File: config.mk
export PLATFORM = sky130hd
export DESIGN_NAME = jtag_word_bridge
export DESIGN_NICKNAME = d
export VERILOG_FILES = /design/src/rtl/jwb_pkg.sv /design/src/rtl/jwb_shift.sv /design/src/rtl/jwb_ctrl.sv /design/src/rtl/jwb_bus.sv /design/src/rtl/jtag_word_bridge.sv
export SDC_FILE = /design/constraint.sdc
export NUM_CORES = 1
export LEC_CHECK = 0
export ABC_CLOCK_PERIOD_IN_PS = 1100
export BUFFER_PORTS_ARGS = -buffer_cell sky130_fd_sc_hd__buf_2
export CAP_MARGIN = 0
export CORE_ASPECT_RATIO = 1.4
export CORE_MARGIN = 2
export CORE_UTILIZATION = 49
export DETAILED_ROUTE_END_ITERATION = 12
export PLACE_DENSITY_LB_ADDON = 0.05
export SLEW_MARGIN = 5
export SYNTH_ARGS = -nofsm -noshare
export SYNTH_HDL_FRONTEND = slang
export SYNTH_SLANG_ARGS = --single-unit
File: constraint.sdc
create_clock -name clk -period 1.1 [get_ports clk]
set_input_delay 0.165 -clock clk [delete_from_list [all_inputs] [get_ports clk]]
set_output_delay 0.165 -clock clk [all_outputs]
set_load 0.03 [all_outputs]
File: src/rtl/jwb_pkg.sv
// Shared types for the scan-driven word access bridge.
package jwb_pkg;

    // Role of the shared shift register between two completed scans.
    typedef enum logic {
        PH_ADDR = 1'b0,
        PH_DATA = 1'b1
    } phase_e;

endpackage

File: src/rtl/jwb_shift.sv
// Serial shift register of the bridge.
// Loads a parallel capture value on cap_en and shifts toward bit 0 on
// shift_en, with new bits entering at the top. Assumes the strobes are
// already gated by instruction select and never overlap.
module jwb_shift #(
    parameter int DR_W = 35
) (
    input  logic            clk,
    input  logic            rst_n,
    input  logic            cap_en,
    input  logic            shift_en,
    input  logic            tdi,
    input  logic [DR_W-1:0] cap_val,
    output logic [DR_W-1:0] sr,
    output logic            tdo
);

    // Capture or shift the scan chain.
    always_ff @(posedge clk) begin
        if (!rst_n) begin
            sr <= '0;
        end else if (cap_en) begin
            sr <= cap_val;
        end else if (shift_en) begin
            sr <= {tdi, sr[DR_W-1:1]};
        end
    end

    // Serial output is the lowest stage.
    assign tdo = sr[0];

endmodule

File: src/rtl/jwb_ctrl.sv
// Role control of the bridge.
// Tracks whether the shift register holds an address or a data word.
// Records the busy state seen at capture and decides, at update, whether
// to latch an address or start a transfer. Builds the capture value.
// Assumes each update is preceded by a capture of the same scan.
module jwb_ctrl
    import jwb_pkg::*;
#(
    parameter int DATA_W = 32,
    localparam int DR_W  = DATA_W + 3,
    localparam int SAW   = DR_W - 1,
    localparam int BAW   = SAW + 2
) (
    input  logic              clk,
    input  logic              rst_n,
    input  logic              sel,
    input  logic              cap_dr,
    input  logic              upd_dr,
    input  logic [DR_W-1:0]   sr,
    input  logic              busy,
    input  logic              err,
    input  logic [DATA_W-1:0] rdata_q,
    output logic [DR_W-1:0]   cap_val,
    output logic              ld_addr,
    output logic [BAW-1:0]    addr_out,
    output logic              start,
    output logic              start_we,
    output logic [DATA_W-1:0] wdata_out
);

    phase_e phase;
    logic   cap_busy_q;
    logic   dir_rd_q;
    logic   act;

    // An update only acts when the scan was captured with the bus idle.
    assign act = sel && upd_dr && !cap_busy_q;

    // Remember the busy flag reported by the current scan.
    always_ff @(posedge clk) begin
        if (!rst_n || !sel) begin
            cap_busy_q <= 1'b0;
        end else if (cap_dr) begin
            cap_busy_q <= busy;
        end
    end

    // Toggle the register role after each accepted scan.
    always_ff @(posedge clk) begin
        if (!rst_n || !sel) begin
            phase <= PH_ADDR;
        end else if (act) begin
            phase <= (phase == PH_ADDR) ? PH_DATA : PH_ADDR;
        end
    end

    // Keep the direction of the pending address for the data scan.
    always_ff @(posedge clk) begin
        if (!rst_n) begin
            dir_rd_q <= 1'b0;
        end else if (act && phase == PH_ADDR) begin
            dir_rd_q <= sr[0];
        end
    end

    // Decode update actions for the bus side.
    always_comb begin
        ld_addr   = act && (phase == PH_ADDR);
        addr_out  = {sr[SAW:1], 2'b00};
        wdata_out = sr[DR_W-1:3];
        start     = 1'b0;
        start_we  = 1'b0;
        if (act && phase == PH_ADDR && sr[0]) begin
            start = 1'b1;
        end else if (act && phase == PH_DATA && !dir_rd_q) begin
            start    = 1'b1;
            start_we = 1'b1;
        end
    end

    // Capture value: read word only in the read data role, status always.
    always_comb begin
        if (phase == PH_DATA && dir_rd_q) begin
            cap_val = {rdata_q, 1'b0, err, busy};
        end else begin
            cap_val = {{(DR_W-2){1'b0}}, err, busy};
        end
    end

    // deselection forces the address role.
    p_unsel_addr_r10: assert property (@(posedge clk) disable iff (!rst_n)
        !sel |=> phase == PH_ADDR);

    // a scan captured while busy leaves the role unchanged.
    p_busy_keeps_phase_r7: assert property (@(posedge clk) disable iff (!rst_n)
        (sel && upd_dr && cap_busy_q) |=> $stable(phase));

endmodule

File: src/rtl/jwb_bus.sv
// Bus side of the bridge.
// Holds the latched word address, issues one request at a time, keeps it
// up until ready, and records read data and the error response.
// Assumes start is never raised while a request is pending.
module jwb_bus #(
    parameter int DATA_W = 32,
    parameter int BAW    = 36
) (
    input  logic              clk,
    input  logic              rst_n,
    input  logic              ld_addr,
    input  logic [BAW-1:0]    addr_in,
    input  logic              start,
    input  logic              start_we,
    input  logic [DATA_W-1:0] wdata_in,
    input  logic              bus_rdy,
    input  logic              bus_err,
    input  logic [DATA_W-1:0] bus_rdata,
    output logic              bus_req,
    output logic              bus_we,
    output logic [BAW-1:0]    bus_addr,
    output logic [DATA_W-1:0] bus_wdata,
    output logic              busy,
    output logic              err,
    output logic [DATA_W-1:0] rdata_q
);

    logic done;

    assign done = bus_req && bus_rdy;
    assign busy = bus_req;

    // Latch the word address of an accepted address scan.
    always_ff @(posedge clk) begin
        if (!rst_n) begin
            bus_addr <= '0;
        end else if (ld_addr) begin
            bus_addr <= addr_in;
        end
    end

    // Request handshake: raise on start, drop on ready.
    always_ff @(posedge clk) begin
        if (!rst_n) begin
            bus_req   <= 1'b0;
            bus_we    <= 1'b0;
            bus_wdata <= '0;
        end else if (start) begin
            bus_req <= 1'b1;
            bus_we  <= start_we;
            if (start_we) begin
                bus_wdata <= wdata_in;
            end
        end else if (done) begin
            bus_req <= 1'b0;
        end
    end

    // Keep the word returned by the last completed read.
    always_ff @(posedge clk) begin
        if (!rst_n) begin
            rdata_q <= '0;
        end else if (done && !bus_we) begin
            rdata_q <= bus_rdata;
        end
    end

    // Error flag: set by a failed transfer, cleared by a new address.
    always_ff @(posedge clk) begin
        if (!rst_n || ld_addr) begin
            err <= 1'b0;
        end else if (done && bus_err) begin
            err <= 1'b1;
        end
    end

    // a pending request holds its attributes until ready.
    p_req_hold_r8: assert property (@(posedge clk) disable iff (!rst_n)
        (bus_req && !bus_rdy) |=> (bus_req && $stable(bus_addr)
                                   && $stable(bus_we) && $stable(bus_wdata)));

    // the error flag never rises without a failed completion.
    p_err_source_r9: assert property (@(posedge clk) disable iff (!rst_n)
        $rose(err) |-> $past(bus_req && bus_rdy && bus_err));

endmodule

File: src/rtl/jtag_word_bridge.sv
// Top of the scan-driven word access bridge.
// Connects the shift register, the role control and the bus side.
// Assumes strobes come from an already decoded TAP in the clk domain.
module jtag_word_bridge #(
    parameter int DATA_W = 32,
    localparam int DR_W  = DATA_W + 3,
    localparam int SAW   = DR_W - 1,
    localparam int BAW   = SAW + 2
) (
    input  logic              clk,
    input  logic              rst_n,
    input  logic              sel,
    input  logic              cap_dr,
    input  logic              shift_dr,
    input  logic              upd_dr,
    input  logic              tdi,
    output logic              tdo,
    output logic              bus_req,
    output logic              bus_we,
    output logic [BAW-1:0]    bus_addr,
    output logic [DATA_W-1:0] bus_wdata,
    input  logic              bus_rdy,
    input  logic              bus_err,
    input  logic [DATA_W-1:0] bus_rdata
);

    logic [DR_W-1:0]   sr;
    logic [DR_W-1:0]   cap_val;
    logic              ld_addr;
    logic [BAW-1:0]    addr_nx;
    logic              start;
    logic              start_we;
    logic [DATA_W-1:0] wdata_nx;
    logic              busy;
    logic              err;
    logic [DATA_W-1:0] rdata_q;

    jwb_shift #(.DR_W(DR_W)) i_shift (
        .clk      (clk),
        .rst_n    (rst_n),
        .cap_en   (sel && cap_dr),
        .shift_en (sel && shift_dr),
        .tdi      (tdi),
        .cap_val  (cap_val),
        .sr       (sr),
        .tdo      (tdo)
    );

    jwb_ctrl #(.DATA_W(DATA_W)) i_ctrl (
        .clk       (clk),
        .rst_n     (rst_n),
        .sel       (sel),
        .cap_dr    (cap_dr),
        .upd_dr    (upd_dr),
        .sr        (sr),
        .busy      (busy),
        .err       (err),
        .rdata_q   (rdata_q),
        .cap_val   (cap_val),
        .ld_addr   (ld_addr),
        .addr_out  (addr_nx),
        .start     (start),
        .start_we  (start_we),
        .wdata_out (wdata_nx)
    );

    jwb_bus #(.DATA_W(DATA_W), .BAW(BAW)) i_bus (
        .clk       (clk),
        .rst_n     (rst_n),
        .ld_addr   (ld_addr),
        .addr_in   (addr_nx),
        .start     (start),
        .start_we  (start_we),
        .wdata_in  (wdata_nx),
        .bus_rdy   (bus_rdy),
        .bus_err   (bus_err),
        .bus_rdata (bus_rdata),
        .bus_req   (bus_req),
        .bus_we    (bus_we),
        .bus_addr  (bus_addr),
        .bus_wdata (bus_wdata),
        .busy      (busy),
        .err       (err),
        .rdata_q   (rdata_q)
    );

    // a request only starts from a selected update strobe.
    p_req_from_update_r7: assert property (@(posedge clk) disable iff (!rst_n)
        $rose(bus_req) |-> $past(sel && upd_dr));

    // a capture presents the busy state on the serial output.
    p_capture_busy_r6: assert property (@(posedge clk) disable iff (!rst_n)
        (sel && cap_dr) |=> tdo == $past(bus_req));

    // the bus address is always word aligned.
    p_aligned_r3: assert property (@(posedge clk) disable iff (!rst_n)
        bus_req |-> bus_addr[1:0] == 2'b00);

endmodule

### Word-level counts from Yosys, hierarchy flattened

Cells that the tools add are included.

* multiplexer cells: 9
* bitwise logic cells: 1
* reduce and logical (&&, ||, !) cells: 22

Operators with widths (number)
* $mux 35: 3
* $logic_and 1x1->1: 12
* $mux 1: 6
* $logic_not 1->1: 5
* $reduce_bool 2->1: 2
* $logic_or 1x1->1: 2
* $reduce_and 2->1: 1
* $not 1->1: 1

* flip-flop bits (word level): 139
* input bits: 41
* output and inout port bits: 71
* logic and storage cells: 42

### Depth between registers and ports, before layout

* word-level depth: 7
* gate-level depth with buffers: 6
* depth with buffers taken out: 3

### Cells and area by module

Synthesis repeated with hierarchy kept, for this count alone.

* cells, all modules: 698
* area total of the unflattened synthesis: 7086.8 um^2

By module, submodules not included
* jwb_bus: times used 1, cells an instance 412, area each 4232.8 um^2, sequential area each 2062.0 um^2
* jwb_shift: times used 1, cells an instance 156, area each 1916.8 um^2, sequential area each 700.7 um^2
* jwb_ctrl: times used 1, cells an instance 128, area each 924.6 um^2, sequential area each 60.1 um^2
* jtag_word_bridge: times used 1, cells an instance 2, area each 12.5 um^2, sequential area each 0.0 um^2

### Worst setup path before layout

OpenSTA, ideal clock, no wires.

* kind: register to register
* from: register i_bus.bus_we
* to: register i_bus.rdata_q[12]
* library setup time: 76 ps
* arrival: 1201 ps
* data required time: 1024 ps
* slack: -176 ps
* stages on the path, launching flop included: 5
* path buffers: 1
* period minus slack after synthesis: 1276 ps
* path through: dfxtp_1 nand3b_1 clkbuf_1 nand2_1 a21boi_0

* cells in the longest elaborated chain, start to end: 2

RTL lines
* start, declared: RTL line jwb_bus.sv:20 `output logic bus_we,`
* start signal, assigned: RTL line jwb_bus.sv:50 `bus_we <= start_we;`
* $logic_not 1->1: RTL line jwb_bus.sv:63 `end else if (done && !bus_we) begin`
* $logic_and 1x1->1: RTL line jwb_bus.sv:63
* end signal, assigned: RTL line jwb_bus.sv:64 `rdata_q <= bus_rdata;`
* end, declared: RTL line jwb_bus.sv:25 `output logic [DATA_W-1:0] rdata_q`

No other way between the ends.
A chain may end at the register's enable or synchronous reset.

### Worst setup path after layout

* from: register i_ctrl.cap_busy_q
* to: register i_bus.bus_wdata[4]

* cells in the longest elaborated chain, start to end: 7
* elaborated cells on any way between the ends: 10
* classes of those cells: mux (3); reduce/logical (7)

RTL lines
* start, declared: RTL line jwb_ctrl.sv:32 `logic cap_busy_q;`
* start signal, assigned: RTL line jwb_ctrl.sv:44 `cap_busy_q <= busy;`
* $logic_not 1->1 (*): RTL line jwb_ctrl.sv:37 `assign act = sel && upd_dr && !cap_busy_q;`
* $logic_and 1x1->1 (*): RTL line jwb_ctrl.sv:37
* $logic_and 1x1->1 (2 in series): RTL line jwb_ctrl.sv:75 `end else if (act && phase == PH_DATA && !dir_rd_q) begin`
* $mux 1: RTL line jwb_ctrl.sv:75
* $mux 1: RTL line jwb_ctrl.sv:73 `if (act && phase == PH_ADDR && sr[0]) begin`
* $reduce_and 2->1 (no line) (*)
* end signal, assigned: RTL line jwb_bus.sv:52 `bus_wdata <= wdata_in;`
* end, declared: RTL line jwb_bus.sv:22 `output logic [DATA_W-1:0] bus_wdata,`

Mark *: on every way between the ends. The rest lies on a longest branch, timed or not.

==> summary.txt <==
Global routing
  – Largest net degree at the start of global routing: 57
  – Vias in the first global route: just under 5k
  – Grt met1 use: 28.3%
  – Initial antenna violation count: 0
  – Met2 Track Usage GR: ~45%
  – Busiest grt layer: met2
  – Gr ovfl total: 0
  – M3 GR Usage: roughly 6.4%
  – Total GRT Usage: 25.1%
  – First-pass GRT wire length: ~24000 um

Run status
  – Status: complete, but fails checks
  – Failing checks: setup timing

Power
  – Switch share: 24.4%
  – IR drop worst, VDD: roughly 1.2 mV
  – P_leak: roughly 3.4 nW
  – Comb power frac: approximately 10%
  – Clk pwr share: 47.0%
  – Part of the power in registers: between 40 and 50%
  – Pwr/cell area: about 1500 nW/um^2
  – Sw Pwr: a little over 3 mW
  – Power, Total: 12.5 mW
  – P_int: ~9.4 mW

Placement
  – Post-DP HPWL: between 9000 and 10000 um
  – Dpl ws: -0.177 ns
  – I/O Buffers: around 110
  – Cells after DPL: 850
  – Dpl cell area: around 6500 sq um
  – GPL Wtd Cong: between 0.7 and 0.8

STA
  – Final hold vios: 0
  – Final Hold Slack: 0.00334 ns
  – RSZ-0062 raised after global routing: true
  – Final period util: 123%
  – Clock Skews: roughly 0.011 ns
  – Final setup viols: between 100 and 150
  – Max-slew violation count: 0
  – Final WS setup: -0.248 ns
  – Min cycle time layout: between 1 and 1.5 ns
  – Fin Setup TNS: -16.34 ns
  – F_max: 742 MHz

CTS
  – CTS tree: done
  – H-tree depth: 4
  – Clk slew on worst S/H paths: about 0.06 ns
  – Worst-Skew Late Latency: 0.42 ns
  – CTS Buffer Depth: 2
  – Num CTS Buffers: 17
  – CTS Sinks: 139
  – Root Driver: clkbuf_16

Logic synthesis
  – Syn_area_per_cell: about 9 sq um
  – Multiplexer share of the synthesized area: around 6%
  – Primary FF master, synth: dfxtp_1
  – Synth Area in XOR/XNOR: less than 1%
  – Cell Area, Synth: 5650 sq um
  – Synth Area in Adders: 0%
  – Number of library cell types mapped by synthesis: 31
  – Largest family of logic cells by synthesized area: compound AO/OA/AOI/OAI gates
  – Most frequent cells after synthesis: 202 x nand2_1, 139 x dfxtp_1, 51 x a21boi_0
  – Yosys reg bits: approximately 140
  – Post-synth ARST share: 0%
  – Most instantiated library cell after synthesis: nand2_1
  – Synth area leader: dfxtp_1
  – Number of synthesized flops with an enable pin: 0
  – Mapped Cells: slightly above 600
  – Syn. warnings: 0
  – Share of the synthesized area in the top cell type: between 40% and 50%
  – Top post-synthesis cells by area: dfxtp_1 49%, nand2_1 13%, a221oi_2 8.0%, a21boi_0 6.8%, mux2i_1 6.0%
  – Synth Area in Compound Gates: between 20% and 30%
  – Sequential area share after synthesis: 49.2%
  – Simple-Gate Fraction of Synth Area: between 10% and 20%

Critical path
  – Crit start category: flip-flop
  – CP Max Fanout: 10
  – Flop-to-flop setup slack: -0.25 ns
  – Setup CP Type: flip-flop to flip-flop
  – Worst Reg2Reg Path Length in Cells: 4
  – Critical path required time: between 1 and 1.5 ns
  – Critical Path Sink Type: flip-flop
  – R2R Path Start: i_ctrl.cap_busy_q$_SDFFE_PP0P_
  – RR Endpoint: i_bus.bus_wdata[4]$_SDFFE_PN0P_
  – Arr. time, crit path: roughly 1.7 ns

Cells and area
  – Post-layout util: between 70 and 80%
  – Fin area: around 8500 sq um
  – Fin nets: just over 800
  – Number of diodes: 0
  – Fill cell count: about 810
  – Area grow syn2layout: 49.5%
  – Layout cell share with drive strength beyond 1: between 30% and 40%
  – Finished Layout Cells: 933

Route
  – Starting DRC count in detailed routing: roughly 250
  – Post-route ant nets: 0
  – Post-DR wirelength/cell: about 17 um
  – Post-DR vias/cell: 5.37
  – DR pass1 iterations: 4
  – Total Wirelength: about 16000 um
  – DRC errors left: 0
  – DR vias: around 5.0k

Die
  – Core area: roughly 11000 sq um
  – Die ar.: 12400 sq um
  – Die Ht: ~130 um
  – Initial core utilization: about half
  – Ports: 112
  – Rows: 46
  – Die width: roughly 95 um

Job
  – Max capacitance violation total: 0

Hold path
  – WHS Endpoint: i_bus.rdata_q[20]$_SDFFE_PN0P_
  – Critical hold path startpoint: bus_rdata[20]
  – WHS Path Cells: 3
  – Min-Delay Path Class: input pin to flip-flop
cells in the final DEF, fill, tap and decap left out, types with 2 or more instances in the layout:
cell type,instances
a21boi_2,11
dfxtp_4,4
o21ai_0,34
a221oi_2,28
a21oi_1,2
buf_4,23
clkbuf_16,21
nand2_1,187
dfxtp_2,49
buf_6,77
conb_1,2
dlygate4sd3_1,27
buf_2,39
clkinv_4,3
nor2_1,36
a21boi_1,57
bufinv_16,3
clkinvlp_4,4
dfxtp_1,86
o21a_1,3
mux2i_1,34
a221oi_4,4
buf_16,2
nand2_4,11
inv_6,2
buf_12,19
nand2_2,4
worst max-delay path by stage:
stage,from,to,slack [ns],depth (start not counted)
after floorplan,i_ctrl.cap_busy_q$_SDFFE_PP0P_,i_bus.bus_wdata[10]$_SDFFE_PN0P_,-0.05,5
after global placement,i_ctrl.cap_busy_q$_SDFFE_PP0P_,i_bus.bus_addr[35]$_SDFFE_PN0P_,-0.08,4
after detailed placement,i_ctrl.phase$_SDFFE_PP0N_,i_bus.bus_addr[9]$_SDFFE_PN0P_,-0.18,4
after CTS,i_ctrl.cap_busy_q$_SDFFE_PP0P_,i_bus.bus_wdata[15]$_SDFFE_PN0P_,-0.19,4
after global routing,i_ctrl.cap_busy_q$_SDFFE_PP0P_,i_bus.bus_wdata[4]$_SDFFE_PN0P_,-0.31,4
final,i_ctrl.cap_busy_q$_SDFFE_PP0P_,i_bus.bus_wdata[4]$_SDFFE_PN0P_,-0.25,4
state kept, by name, summed over array words and instances, names as in the netlist:
register,cells
i_bus.bus_we,1
i_ctrl.dir_rd_q,1
i_ctrl.cap_busy_q,1
i_shift.sr,35
i_bus.err,1
i_bus.bus_req,1
i_bus.bus_addr,34
i_bus.bus_wdata,32
i_ctrl.phase,1
i_bus.rdata_q,32
layer usage:
metal	vias to the layer above	part of all wire, %
met5	-	0
li1	2405	-
met4	0	1.6
met2	149	55
met3	18	4.3
met1	2440	39
power groups by stage:
stage	registers (mW)	logic (mW)	clock network [mW]
4_1_cts	5.34	1.16	5.93
3_3_place_gp	5.44	0.942	0
6_report	5.35	1.26	5.86
3_5_place_dp	5.44	0.958	0
5_1_grt	5.37	1.35	6.15
2_1_floorplan	5.48	0.551	0
kinds of logic after synthesis:
group / after synthesis
xor+xnor: 1
simple gates: 246
mux: 34
compound gates: 144
flops: 139
buf+inv: 56
other cells: 1
layout make-up:
| type | instances | area (sq um) | area share (%) |
|---|---|---|---|
| Sequential cell | 139 | 2860 | 33.8 |
| Multi-Input combinational cell | 427 | 2760 | 32.7 |
| Timing Repair Buffer | 191 | 2040 | 24.1 |
| Clock buffer | 18 | 439 | 5.19 |
| Tap cell | 144 | 180 | 2.13 |
| Clock inverter | 13 | 169 | 2.00 |
| Inverter | 1 | 3.75 | 0.0444 |
worst max-delay path, stage by stage, from the launching register on:
cell and delay (ns):
dfxtp_2 0.34, nor2b_4 0.12, and4b_4 0.37, clkbuf_16 0.23, mux2i_1 0.20
what timing repair did:
action                                  4_1_cts  5_1_grt
pin swaps                                     3       34
gates resized for setup                     156      149
hold endpoints to repair                     24        3
setup buffers                                 8       12
endpoints found under the setup margin      183      188
cloned                                        4        4
hold buffers                                 24        3
No activity file was read; power rests on OpenSTA's default activity.
